**src/rtl/ppg_pkg.sv**
```systemverilog
package ppg_pkg;

  localparam logic [1:0] MODE_IND = 2'b00;
  localparam logic [1:0] MODE_PRE = 2'b01;

  typedef enum logic [1:0] {
    ACT_HOLD    = 2'd0,
    ACT_DEC     = 2'd1,
    ACT_LOADLOW = 2'd2,
    ACT_FLIP    = 2'd3
  } chAct_e;

  typedef struct packed {
    chAct_e     act1;
    chAct_e     act0;
    logic [1:0] nextPh;
    logic [1:0] irq;
  } ctlStrobe_t;

endpackage

```
**src/rtl/ppg_ctrl.sv**
```systemverilog
module ppg_ctrl
  import ppg_pkg::*;
#(
  parameter int DIV_W     = 3,
  parameter int SEL_W     = 2,
  parameter int ADDR_W    = 3,
  parameter int MODE_ADDR = 4
) (
  input  logic              clk,
  input  logic              rstN,
  input  logic              wrEn,
  input  logic [ADDR_W-1:0] wrAddr,
  input  logic [1:0]        modeQ,
  input  logic [SEL_W-1:0]  clkSel,
  input  logic [1:0]        gateEn,
  input  logic [1:0]        zero,
  input  logic [1:0]        phase,
  output ctlStrobe_t        strobe
);

  logic [DIV_W-1:0] divCnt;
  logic [DIV_W-1:0] tickMask;
  logic             tick;
  logic             restart;
  logic             borrow0;
  chAct_e           actVec [2];

  always_ff @(posedge clk or negedge rstN) begin
    if (!rstN) divCnt <= '0;
    else       divCnt <= divCnt + 1'b1;
  end

  assign tickMask = DIV_W'((1 << clkSel) - 1);
  assign tick     = ((divCnt & tickMask) == tickMask);
  assign restart  = wrEn && (wrAddr == ADDR_W'(MODE_ADDR));

  always_comb begin
    actVec[0]     = ACT_HOLD;
    actVec[1]     = ACT_HOLD;
    strobe.nextPh = 2'b00;
    strobe.irq    = 2'b00;
    borrow0       = 1'b0;
    if (restart) begin
      actVec[0] = ACT_LOADLOW;
      actVec[1] = ACT_LOADLOW;
    end else if (modeQ[1]) begin
      // cascaded 16-bit generator
      if (!gateEn[0]) begin
        actVec[0] = ACT_LOADLOW;
        actVec[1] = ACT_LOADLOW;
      end else if (tick) begin
        if (zero[0] && zero[1]) begin
          actVec[0]     = ACT_FLIP;
          actVec[1]     = ACT_FLIP;
          strobe.nextPh = {2{!phase[0]}};
          strobe.irq[1] = 1'b1;
        end else if (zero[0]) begin
          actVec[0] = ACT_DEC;
          actVec[1] = ACT_DEC;
        end else begin
          actVec[0] = ACT_DEC;
        end
      end
    end else if (modeQ == MODE_PRE) begin
      // channel 0 divides ticks, channel 1 counts its borrows
      if (!gateEn[0]) begin
        actVec[0] = ACT_LOADLOW;
      end else if (tick) begin
        if (zero[0]) begin
          actVec[0]     = ACT_LOADLOW;
          strobe.irq[0] = 1'b1;
          borrow0       = 1'b1;
        end else begin
          actVec[0] = ACT_DEC;
        end
      end
      if (!gateEn[1]) begin
        actVec[1] = ACT_LOADLOW;
      end else if (borrow0) begin
        if (zero[1]) begin
          actVec[1]        = ACT_FLIP;
          strobe.nextPh[1] = !phase[1];
          strobe.irq[1]    = 1'b1;
        end else begin
          actVec[1] = ACT_DEC;
        end
      end
    end else begin
      // two independent generators
      for (int i = 0; i < 2; i++) begin
        if (!gateEn[i]) begin
          actVec[i] = ACT_LOADLOW;
        end else if (tick) begin
          if (zero[i]) begin
            actVec[i]        = ACT_FLIP;
            strobe.nextPh[i] = !phase[i];
            strobe.irq[i]    = 1'b1;
          end else begin
            actVec[i] = ACT_DEC;
          end
        end
      end
    end
    strobe.act0 = actVec[0];
    strobe.act1 = actVec[1];
  end

endmodule

```
**src/rtl/ppg_datapath.sv**
```systemverilog
module ppg_datapath
  import ppg_pkg::*;
#(
  parameter int CNT_W     = 8,
  parameter int ADDR_W    = 3,
  parameter int MODE_ADDR = 4
) (
  input  logic              clk,
  input  logic              rstN,
  input  logic              wrEn,
  input  logic [ADDR_W-1:0] wrAddr,
  input  logic [CNT_W-1:0]  wrData,
  input  ctlStrobe_t        strobe,
  output logic [1:0]        modeQ,
  output logic [1:0]        zero,
  output logic [1:0]        phase,
  output logic [1:0]        irqQ
);

  localparam int NUM_CH = 2;

  always_ff @(posedge clk or negedge rstN) begin
    if (!rstN) modeQ <= MODE_IND;
    else if (wrEn && wrAddr == ADDR_W'(MODE_ADDR)) modeQ <= wrData[1:0];
  end

  for (genvar ch = 0; ch < NUM_CH; ch++) begin : g_ch
    logic [CNT_W-1:0] loReg;
    logic [CNT_W-1:0] hiReg;
    logic [CNT_W-1:0] cnt;
    logic             phBit;
    logic             irqBit;
    chAct_e           act;

    assign act = (ch == 0) ? strobe.act0 : strobe.act1;

    always_ff @(posedge clk or negedge rstN) begin
      if (!rstN) begin
        loReg <= '0;
        hiReg <= '0;
      end else if (wrEn) begin
        if (wrAddr == ADDR_W'(2 * ch))     loReg <= wrData;
        if (wrAddr == ADDR_W'(2 * ch + 1)) hiReg <= wrData;
      end
    end

    always_ff @(posedge clk or negedge rstN) begin
      if (!rstN) begin
        cnt    <= '0;
        phBit  <= 1'b0;
        irqBit <= 1'b0;
      end else begin
        irqBit <= strobe.irq[ch];
        unique case (act)
          ACT_DEC: cnt <= cnt - 1'b1;
          ACT_LOADLOW: begin
            cnt   <= loReg;
            phBit <= 1'b0;
          end
          ACT_FLIP: begin
            cnt   <= strobe.nextPh[ch] ? hiReg : loReg;
            phBit <= strobe.nextPh[ch];
          end
          default: cnt <= cnt;
        endcase
      end
    end

    assign zero[ch]  = (cnt == '0);
    assign phase[ch] = phBit;
    assign irqQ[ch]  = irqBit;
  end

endmodule

```
**src/rtl/dual_ppg.sv**
```systemverilog
module dual_ppg
  import ppg_pkg::*;
(
  input  logic       clk,
  input  logic       rstN,
  input  logic       wrEn,
  input  logic [2:0] wrAddr,
  input  logic [7:0] wrData,
  input  logic [1:0] clkSel,
  input  logic [1:0] gateEn,
  output logic [1:0] pulseOut,
  output logic [1:0] irq
);

  localparam int CNT_W     = 8;
  localparam int ADDR_W    = 3;
  localparam int SEL_W     = 2;
  localparam int DIV_W     = (1 << SEL_W) - 1;
  localparam int MODE_ADDR = 4;

  ctlStrobe_t strobe;
  logic [1:0] curMode;
  logic [1:0] zero;

  ppg_ctrl #(
    .DIV_W(DIV_W), .SEL_W(SEL_W), .ADDR_W(ADDR_W), .MODE_ADDR(MODE_ADDR)
  ) i_ctrl (
    .clk(clk), .rstN(rstN), .wrEn(wrEn), .wrAddr(wrAddr), .modeQ(curMode),
    .clkSel(clkSel), .gateEn(gateEn), .zero(zero), .phase(pulseOut),
    .strobe(strobe)
  );

  ppg_datapath #(
    .CNT_W(CNT_W), .ADDR_W(ADDR_W), .MODE_ADDR(MODE_ADDR)
  ) i_dp (
    .clk(clk), .rstN(rstN), .wrEn(wrEn), .wrAddr(wrAddr), .wrData(wrData),
    .strobe(strobe), .modeQ(curMode), .zero(zero), .phase(pulseOut),
    .irqQ(irq)
  );

endmodule

```
**config.mk**
```make
export PLATFORM = sky130hd
export DESIGN_NAME = dual_ppg
export DESIGN_NICKNAME = d
export VERILOG_FILES = /design/src/rtl/ppg_pkg.sv /design/src/rtl/ppg_ctrl.sv /design/src/rtl/ppg_datapath.sv /design/src/rtl/dual_ppg.sv
export SDC_FILE = /design/constraint.sdc
export NUM_CORES = 1
export LEC_CHECK = 0
export BUFFER_PORTS_ARGS = -buffer_cell sky130_fd_sc_hd__buf_2
export CORE_MARGIN = 5
export CORE_UTILIZATION = 65
export CTS_CLUSTER_SIZE = 40
export DETAILED_ROUTE_END_ITERATION = 7
export GPL_TIMING_DRIVEN = 0
export MAX_ROUTING_LAYER = met4
export PLACE_DENSITY = 0.91
export SLEW_MARGIN = 20
export SYNTH_ARGS = -nofsm -noshare
export SYNTH_HDL_FRONTEND = slang
export SYNTH_HIERARCHICAL = 1
export SYNTH_SLANG_ARGS = --single-unit
```
**constraint.sdc**
```tcl
create_clock -name clk -period 5.6 [get_ports clk]
set_clock_uncertainty 0.1 [all_clocks]
set_input_delay 1.12 -clock clk [delete_from_list [all_inputs] [get_ports clk]]
set_output_delay 1.12 -clock clk [all_outputs]
set_load 0.02 [all_outputs]
```
==> results.py, run 1 <==
metrics = {
    "yosys": {
        "ys_types": 51,
        "yosys.area.top_type": "dfrtp_1",
        "synth_top_flop_cell": "dfrtp_1",
        "syn_area_per_cell_um2": 10.8,
        "synth.top_cell.area_share_pct": 45.9,
        "syn-cell-area_mm2": 0.00310,
        "netlist_instances": 287,
        "yosys_warnings": 6,
        "synth_area_leaders": "dfrtp_1, mux2_2, mux2i_1, o22a_1, a21oi_1",
        "syn-num-nets": 310,
        "synth_edf_count": 0,
        "ys_seq_elements": 57,
        "ys_async_sr_fraction_pct": 100,
        "ys_seq_area_share_pct": 45.9,
    },
    "finish": {
        "drive_gt1_share_pct": 28.8,
        "num_antenna_cells": 0,
        "layout_commonest_cell": "dfrtp_1",
        "fin_cells": 377,
        "final_util_pct": 74.1,
        "fin_nets": 342,
        "final_cell_area_mm2": 0.00347,
        "area_delta_synth_final_pct": 11.9,
        "mostFrequentLayoutCells": "dfrtp_1, mux2_2, buf_2, nand2_1",
    },
    "sta": {
        "tightestPinTransition_ps": 976,
        "hold_ws_ps": 357,
        "layout_setup_ws_ps": 1630,
        "tns_ps": 0,
        "rsz0062_at_grt": "false",
        "slew_headroom_pct": 34.0,
        "hold_viol": 0,
        "setup_viol": 0,
        "finalCriticalPeriod_ps": 3970,
        "slew_viol_final": 0,
        "fmax_ghz": 0.252,
        "finalCritPeriodShare_pct": 70.9,
    },
    "cts": {
        "cts_tree": "built",
        "worst_skew_pair.late_latency_ps": 330,
        "post_cts_buffers": 0,
        "clkSinkCount": 57,
        "cts_root_buffer": "clkbuf_8",
        "h-tree-depth": 3,
        "numCtsBuffers": 9,
        "holdBufCountCts": 0,
        "cts_resized": 0,
        "cts_buffer_depth": 2,
        "path_clk_slew_ps": 60,
    },
    "worst_hold_path": {
        "whs_endpoint": "i_ctrl/divCnt[2]",
        "hold_start": "i_ctrl/divCnt[2]",
        "hold_depth": 1,
        "min_path_type": "register to register",
    },
    "critical_path": {
        "crit_required_ps": 5710,
        "critPathCaptureType": "register",
        "crit_arrival_ps": 4080,
        "crit_type": "register to register",
        "rr_endpoint": "i_dp/g_ch[0].cnt[5]",
        "start_kind": "register",
        "r2r_start": "i_dp/g_ch[1].cnt[2]",
        "r2r.worst_path.cells": 8,
        "r2r_setup_slack_ps": 1630,
        "path_max_fanout": 10,
    },
    "routing": {
        "vias_per_cell": 6.40,
        "drc_errors": 0,
        "drtAntennaViolNets": 0,
        "routed-via-count": 2412,
        "dr.pass1.iters": 4,
        "wl_mm": 6.85,
        "routedWlPerCell_um": 18.2,
        "first_iter_violations": 185,
    },
    "die": {
        "core-area_mm2": 0.00469,
        "die_h_um": 79.1,
        "die_width_um": 79.1,
        "start_util_pct": 66.2,
        "io_pins": 22,
        "die-area_mm2": 0.00626,
        "fp-row-count": 25,
    },
    "placement": {
        "preCtsSetupSlack_ps": 1880,
        "dpl.hpwl_mm": 4.82,
        "dpl_cell_area_mm2": 0.00328,
        "place_congestion": 0.927,
        "numPortBuffers": 21,
        "dp_cells": 362,
    },
    "global_route": {
        "grt_pass1_vias": 2423,
        "grt_first_pass_wirelength_mm": 11.6,
        "grt_use_total_pct": 24.8,
        "antenna_found_initial": 0,
        "grt_max_degree": 58,
        "grt-ovfl-total": 0,
    },
    "power_and_ir_drop": {
        "pwr_density_cell_mw_per_mm2": 366,
        "ir_worst_vdd_mv": 0.255,
        "leakage_nw": 1.52,
        "p_total_mw": 1.27,
    },
    "run": {
        "max-cap-violations": 0,
    },
    "status": {
        "status": "finished, final reports clean",
    },
}
[layout make-up]
cell class / count / area, um2
Fill cell: 319 / 1220
Buffer: 20 / 111
Multi-Input combinational cell: 197 / 1520
Clock buffer: 12 / 155
Clock inverter: 3 / 40.0
Tap cell: 54 / 67.6
Inverter: 13 / 48.8
Sequential cell: 57 / 1430
Timing Repair Buffer: 21 / 108
[cell families (layout without fill, tap and decap cells)]
kind of cell             after synthesis  after routing  synth area share (%)
AND/OR/NAND/NOR                       87             87                  18.2
AO/OA/AOI/OAI                         59             59                  12.8
adder cells (fa/ha/maj)                5              5                  2.02
XOR/XNOR                               6              6                  1.69
multiplexers                          40             40                  14.2
buffers and inverters                 33             69                  5.16
flip-flops                            57             57                  45.9
[cells in the mapped netlist, drive strengths merged, types with 2 or more instances]
| cell type | instances |
|---|---|
| nor4b | 7 |
| nand4 | 7 |
| mux2 | 32 |
| nor4bb | 3 |
| ha | 5 |
| nand3 | 4 |
| nor3 | 12 |
| or4 | 3 |
| o22ai | 5 |
| xor2 | 5 |
| o21ai | 11 |
| nand2 | 16 |
| nor4 | 3 |
| buf | 17 |
| mux2i | 8 |
| clkbuf | 3 |
| nand3b | 7 |
| nor2b | 8 |
| dfrtp | 57 |
| a31oi | 2 |
| o22a | 10 |
| o211ai | 7 |
| nand2b | 4 |
| inv | 13 |
| o31ai | 3 |
| nor2 | 7 |
| a21oi | 13 |
| a21boi | 3 |
[layer usage]
layer  vias to the layer above  share of wire, %  global-route usage [%]
met5                         -                 0                       -
met4                         0               2.2                    11.3
li1                       1121                 -                       -
met3                        13               5.0                    4.42
met1                      1201                43                    31.2
met2                        77                50                    39.3
[critical path: stages (launching register included)]
cell and delay, ps:
dfrtp_1 440, or4_4 580, nor4b_1 850, o21ai_0 180
o31ai_1 610, buf_2 350, buf_1 390, a21oi_1 110
o22a_1 240
[where the power goes]
group          leakage, nW  total [mW]  switching (mW)  internal, mW
Combinational        0.730       0.293           0.146         0.147
Clock                0.102       0.379           0.153         0.226
Sequential           0.685       0.601          0.0926         0.508
Total                 1.52        1.27           0.392         0.881
[flip-flops by register name, summed over array words and instances (netlist names)]
| register | count |
|---|---|
| i_ctrl/divCnt | 3 |
| i_dp/g_ch.cnt | 16 |
| i_dp/g_ch.hiReg | 16 |
| i_dp/g_ch.irqBit | 2 |
| i_dp/g_ch.loReg | 16 |
| i_dp/g_ch.phBit | 2 |
| i_dp/modeQ | 2 |
[how the worst max path moves through the flow]
stage                         from             endpoint  slack [ps]  depth (start not counted)
2_1_floorplan  i_dp/g_ch[0].cnt[4]  i_dp/g_ch[1].cnt[2]        2480                         10
3_3_place_gp   i_dp/g_ch[0].cnt[4]  i_dp/g_ch[1].cnt[4]        1960                         10
3_5_place_dp   i_dp/g_ch[0].cnt[4]  i_dp/g_ch[1].cnt[2]        1880                         10
4_1_cts        i_dp/g_ch[0].cnt[4]  i_dp/g_ch[1].cnt[4]        1800                         10
5_1_grt        i_dp/g_ch[0].cnt[4]  i_dp/g_ch[1].cnt[4]        1450                         10
6_report       i_dp/g_ch[1].cnt[2]  i_dp/g_ch[0].cnt[5]        1630                          8
Note: power is estimated with default switching activity, not from simulation.
==> inputs of run 2 (changes only) <==
- ABC_AREA: unset -> 1
- CORE_UTILIZATION: 65 -> 54
- PLACE_DENSITY: 0.91 -> 0.81
- clock period: 5.6 -> 3.43 ns (I/O delays scaled with it)
==> run 2 against run 1 <==
Synthesized cell count up 39%. Sequential share of layout area fell by 0.74 points. Via count rose by 11%. Final area up 1.8%. Sequential cell count did not move. Core utilization decreased by 10 points. Area after synthesis shrank 0.44%. Worst hold slack lost 66 ps. Clock-buffer cell count decreased by 1. Combinational power up 140%. Critical path type unchanged. Critical endpoint is now i_dp/g_ch[0].cnt[6]. Largest power group unchanged. Highest routed layer unchanged.
==> results.py, run 2 <==
metrics = {
    "finish": {
        "fin_nets": 455,
        "layout_commonest_cell": "nand2_1",
        "reg_top3": "i_dp/g_ch.cnt: 16 flops, i_dp/g_ch.hiReg: 16 flops, i_dp/g_ch.loReg: 16 flops",
        "final_util_pct": 63.9,
        "final_cell_area_mm2": 0.00354,
        "drive_gt1_share_pct": 18.8,
        "mostFrequentLayoutCells": "nand2_1, dfrtp_1, inv_1, o21ai_1, nand3_1",
        "num_antenna_cells": 0,
        "fin_cells": 509,
        "area_delta_synth_final_pct": 14.5,
    },
    "yosys": {
        "synth_area_leaders": "dfrtp_1, nand2_1, o21ai_1, nand3_1, inv_1",
        "syn-num-nets": 423,
        "ys_async_sr_fraction_pct": 100,
        "synth_edf_count": 0,
        "yosys.cell_count.top_type": "nand2_1",
        "synth_top_flop_cell": "dfrtp_1",
        "syn-cell-area_mm2": 0.00309,
        "ys_seq_elements": 57,
        "synth-adder-area-share_pct": 2.02,
        "synth.top_cell.area_share_pct": 46.2,
        "synth.area.mux_share_pct": 0,
        "yosys_warnings": 6,
        "synth_xor_area_share_pct": 0.283,
        "synth-simple-area-share_pct": 28.6,
        "synth_top_family_by_area": "simple AND/OR/NAND/NOR gates",
        "netlist_instances": 400,
        "syn_area_per_cell_um2": 7.73,
        "yosys.area.top_type": "dfrtp_1",
        "synth-compound-area-share_pct": 14.1,
        "netlist_top_cells_count": "nand2_1, dfrtp_1, inv_1",
        "ys_types": 29,
        "ys_seq_area_share_pct": 46.2,
    },
    "die": {
        "die_width_um": 85.7,
        "start_util_pct": 55.8,
        "fp-row-count": 27,
        "core-area_mm2": 0.00554,
        "die_h_um": 85.7,
        "die-area_mm2": 0.00734,
        "io_pins": 22,
    },
    "placement": {
        "dpl.hpwl_mm": 4.79,
        "dpl_cell_area_mm2": 0.00329,
        "numPortBuffers": 21,
        "dp_cells": 493,
        "preCtsSetupSlack_ps": 380,
        "place_congestion": 0.928,
    },
    "cts": {
        "clkSinkCount": 57,
        "worst_skew_pair.late_latency_ps": 340,
        "cts_root_buffer": "clkbuf_8",
        "numCtsBuffers": 9,
        "h-tree-depth": 3,
        "post_cts_buffers": 0,
        "cts_buffer_depth": 2,
        "cts_tree": "built",
        "path_clk_slew_ps": 60,
        "holdBufCountCts": 0,
    },
    "critical_path": {
        "path_max_fanout": 7,
        "critPathLaunch": "i_dp/g_ch[1].cnt[0]",
        "rr_endpoint": "i_dp/g_ch[0].cnt[6]",
        "critPathCaptureType": "register",
        "r2r_setup_slack_ps": 590,
        "r2r.worst_path.cells": 12,
        "start_kind": "register",
        "cp-endpoint": "i_dp/g_ch[0].cnt[6]",
        "crit_required_ps": 3600,
        "crit_arrival_ps": 3000,
        "crit_type": "register to register",
        "r2r_start": "i_dp/g_ch[1].cnt[0]",
    },
    "global_route": {
        "grt_max_degree": 58,
        "grt_use_total_pct": 20.5,
        "grt_first_pass_wirelength_mm": 11.4,
        "grt-ovfl-total": 0,
        "antenna_found_initial": 0,
        "grt_pass1_vias": 2394,
    },
    "status": {
        "status": "finished, final reports clean",
    },
    "routing": {
        "dr.pass1.iters": 4,
        "routedWlPerCell_um": 13.1,
        "drtAntennaViolNets": 0,
        "first_iter_violations": 211,
        "wl_mm": 6.66,
        "drc_errors": 0,
        "routed-via-count": 2676,
        "vias_per_cell": 5.26,
    },
    "power_and_ir_drop": {
        "leakage_nw": 1.79,
        "p_total_mw": 2.46,
        "pwr_density_cell_mw_per_mm2": 696,
        "ir_worst_vdd_mv": 0.508,
    },
    "sta": {
        "rsz0062_at_grt": "false",
        "hold_viol": 0,
        "finalCriticalPeriod_ps": 2840,
        "fmax_ghz": 0.352,
        "hold_ws_ps": 291,
        "slew_headroom_pct": 53.1,
        "tightestPinTransition_ps": 703,
        "layout_setup_ws_ps": 592,
        "setup_viol": 0,
        "tns_ps": 0,
        "finalCritPeriodShare_pct": 82.7,
        "slew_viol_final": 0,
    },
    "worst_hold_path": {
        "min_path_type": "primary input to async pin",
    },
    "run": {
        "max-cap-violations": 0,
    },
}
## run 2: changes by cell type after synthesis, sizes merged, moves of 10 or more
cell | previous run | this run
nor3 | 12 | 1
o21ai | 11 | 48
nor2 | 7 | 33
inv | 13 | 51
o22a | 10 | 0
nand2 | 16 | 120
nand3 | 4 | 38
mux2 | 32 | 0
## run 2: final cells by class
type	instances	area, um2
Multi-Input combinational cell	280	1400
Fill cell	474	2000
Clock inverter	5	103
Timing Repair Buffer	21	108
Buffer	12	81.3
Sequential cell	57	1430
Clock buffer	11	141
Tap cell	72	90.1
Inverter	51	191
## run 2: how the worst min path moves through the flow
| stage | from | to | cells past startpoint |
|---|---|---|---|
| final | rstN | i_dp/g_ch[1].cnt[0] | 1 |
| after global routing | rstN | i_ctrl/divCnt[2] | 1 |
| after CTS | rstN | i_ctrl/divCnt[2] | 1 |
| after detailed placement | i_ctrl/divCnt[2] | i_ctrl/divCnt[2] | 1 |
| after global placement | i_ctrl/divCnt[2] | i_ctrl/divCnt[2] | 1 |
| after floorplan | rstN | i_ctrl/divCnt[0] | 0 |
## run 2: cells by family (layout without fill, tap and decap cells)
logic type / after synthesis / in the layout
and+or+nand+nor: 197 / 197
AOI/OAI and AO/OA: 77 / 77
adders and majority gates: 5 / 5
DFF: 57 / 57
xor gates and xnor gates: 1 / 1
buffers and inverters: 63 / 100
## run 2: report_power, final
group	switching, mW	internal [mW]
Clock	0.265	0.501
Combinational	0.447	0.266
Sequential	0.147	0.837
## run 2: metal layers
layer	vias to the layer above	track usage (%)	routed length, um
li1	1351	-	-
met1	1249	28.9	3330
met2	65	28.7	2860
met3	11	4.23	335
met4	0	8.49	137
met5	-	-	0
## run 2: timing repair
item                       in CTS  in global routing
hold endpoints to repair        0                  0
gates resized for setup         0                  1
setup endpoints to repair       0                  6
## run 2: worst max-delay path: stages (launching register included)
cell,delay [ps]
dfrtp_1,400
inv_1,140
ha_1,170
nand3_1,80
nor4_2,460
nor3_1,150
o21ai_0,470
inv_2,150
a21oi_2,330
nand2_1,90
nand2_1,70
nor2_1,50
a21oi_1,130
==> inputs of run 3 (changes only) <==
- ABC_AREA: 1 -> 0
- clock period: 3.43 -> 2.4 ns (I/O delays scaled with it)
==> run 3 against run 2 <==
The run now ends with setup timing left. Non-clock buffer count grew 40. Final cell count shrank 16%. Total power grew 30%. Combinational power grew 26%. Critical path depth shrank 1. Sequential cell count is the same. Core utilization grew 8.8 points. Register-to-register slack lost 1300 ps. First-iteration DRC count grew 22%. Routed wire length grew 15%. Maximum frequency shrank 8.4%. Worst hold slack lost 190 ps. Critical path type unchanged. Largest cell class is now multi-input combinational cells. Largest power group unchanged.
==> results.py, run 3 (synthesis gave the netlist of run 1 again) <==
metrics = {
    "routing": {
        "dr.pass1.iters": 4,
        "drtAntennaViolNets": 0,
        "wl_met3_um": 459,
        "first_iter_violations": 258,
        "top_layer_used": "met4",
        "wl_met1_mm": 3.40,
        "dr_wl_met2_mm": 3.71,
        "drc_errors": 0,
        "wl_mm": 7.69,
        "routedWlPerCell_um": 18.0,
        "vias_per_cell": 6.02,
        "routed-via-count": 2572,
    },
    "placement": {
        "preCtsSetupSlack_ps": -941,
        "place_congestion": 0.821,
        "numPortBuffers": 21,
        "dpl_cell_area_mm2": 0.00337,
        "dp_cells": 380,
        "dpl.hpwl_mm": 4.51,
    },
    "global_route": {
        "grt_first_pass_wirelength_mm": 12.6,
        "grt_use_total_pct": 22.4,
        "antenna_found_initial": 0,
        "grt_max_degree": 58,
        "grt_pass1_vias": 2609,
        "grt-ovfl-total": 0,
    },
    "finish": {
        "final_cell_area_mm2": 0.00403,
        "num_antenna_cells": 0,
        "fin_cells": 427,
        "mostFrequentLayoutCells": "dfrtp_1, mux2_2, buf_4, buf_2",
        "layout_commonest_cell": "dfrtp_1",
        "fillers": 349,
        "reg_top3": "i_dp/g_ch.cnt: 16 flops, i_dp/g_ch.hiReg: 16 flops, i_dp/g_ch.loReg: 16 flops",
        "drive_gt1_share_pct": 42.8,
        "fin_nets": 374,
        "seq_area_mm2": 0.00143,
        "multi_input_area_mm2": 0.00168,
        "area_delta_synth_final_pct": 29.7,
        "final_util_pct": 72.7,
    },
    "die": {
        "start_util_pct": 56.0,
        "die_h_um": 85.8,
        "core-area_mm2": 0.00554,
        "die_width_um": 85.8,
        "io_pins": 22,
        "fp-row-count": 27,
        "die-area_mm2": 0.00737,
    },
    "critical_path": {
        "r2r_start": "i_dp/g_ch[0].cnt[5]",
        "crit_arrival_ps": 3210,
        "rr_endpoint": "i_dp/g_ch[1].cnt[5]",
        "critPathCaptureType": "register",
        "critPathLaunch": "i_dp/g_ch[0].cnt[5]",
        "crit_type": "register to register",
        "r2r_setup_slack_ps": -700,
        "cp-endpoint": "i_dp/g_ch[1].cnt[5]",
        "crit_required_ps": 2520,
        "start_kind": "register",
        "path_max_fanout": 6,
        "r2r.worst_path.cells": 11,
    },
    "sta": {
        "layout_setup_ws_ps": -697,
        "finalCritPeriodShare_pct": 129,
        "hold_ws_ps": 98.9,
        "rsz0062_at_grt": "true",
        "slew_headroom_pct": 48.7,
        "tightestPinTransition_ps": 766,
        "setup_viol": 18,
        "finalCriticalPeriod_ps": 3100,
        "slew_viol_final": 0,
        "fmax_ghz": 0.323,
        "tns_ps": -9540,
        "hold_viol": 0,
    },
    "cts": {
        "path_clk_slew_ps": 70,
        "cts_root_buffer": "clkbuf_8",
        "holdBufCountCts": 0,
        "cts_tree": "built",
        "clkSinkCount": 57,
        "cts_buffer_depth": 2,
        "h-tree-depth": 3,
        "numCtsBuffers": 9,
        "worst_skew_pair.late_latency_ps": 340,
    },
    "power_and_ir_drop": {
        "swShare_pct": 31.7,
        "pwr_density_cell_mw_per_mm2": 795,
        "internal_power_mw": 2.19,
        "p_total_mw": 3.20,
        "pwr-share-clk_pct": 27.9,
        "ir_worst_vdd_mv": 0.464,
        "p_comb_share_pct": 28.1,
        "leakage_nw": 1.77,
        "p_sw_mw": 1.02,
        "p_seq_share_pct": 44.0,
    },
    "status": {
        "failed_checks": "setup timing",
        "status": "finished with violations",
    },
    "run": {
        "max-cap-violations": 0,
    },
    "worst_hold_path": {
        "min_path_type": "primary input to async pin",
    },
}
==> run 3: cell count changes in the layout (fill, tap and decap cells not counted), sizes merged, moves of 26 or more <==
| cell | previous run | this run |
|---|---|---|
| buf | 33 | 71 |
| nand2 | 120 | 16 |
| inv | 51 | 13 |
| o21ai | 48 | 11 |
| nand3 | 38 | 4 |
| mux2 | 0 | 32 |
| nor2 | 33 | 7 |
==> run 3: power groups by stage <==
stage          Sequential (mW)  Combinational [mW]  Clock [mW]
3_3_place_gp              1.41               0.661           0
5_1_grt                   1.44               0.984       0.961
2_1_floorplan             1.37               0.548           0
6_report                  1.41               0.900       0.894
3_5_place_dp              1.42               0.685           0
4_1_cts                   1.39               0.829       0.902
==> run 3: worst min path at each step <==
stage                             to        startpoint  cells after the start
2_1_floorplan       i_ctrl/divCnt[0]              rstN                      0
6_report       i_dp/g_ch[1].loReg[1]              rstN                      1
3_3_place_gp        i_ctrl/divCnt[2]  i_ctrl/divCnt[2]                      1
4_1_cts          i_dp/g_ch[1].cnt[6]              rstN                      1
5_1_grt        i_dp/g_ch[1].loReg[1]              rstN                      1
3_5_place_dp        i_ctrl/divCnt[2]  i_ctrl/divCnt[2]                      1
==> run 3: cell type report <==
type,count,share of cell area [%]
Buffer,20,4.51
Inverter,13,1.21
Tap cell,72,2.24
Timing Repair Buffer,53,10.1
Clock buffer,12,3.85
Sequential cell,57,35.5
Multi-Input combinational cell,197,41.7
Clock inverter,3,0.994
==> run 3: worst max-delay path: stages (launching register included) <==
cell and delay [ps]:
dfrtp_1 380, or4_4 570, nor4b_4 410, buf_4 180
a21boi_2 40, o32a_1 290, nor4b_2 210, buf_4 190
nand3b_1 120, o211ai_1 130, o22a_1 190, o22a_1 150
==> run 3: layer usage <==
layer,GRT usage (%),up-vias
met5,-,-
met4,8.06,0
met3,5.57,13
met2,35.2,98
met1,28.2,1280
li1,-,1181
==> run 3: repair_timing <==
item	in CTS	in global routing
buffers inserted	20	8
setup endpoints to repair	18	18
cloned	3	1
gates resized for setup	33	22
pin swaps	12	16
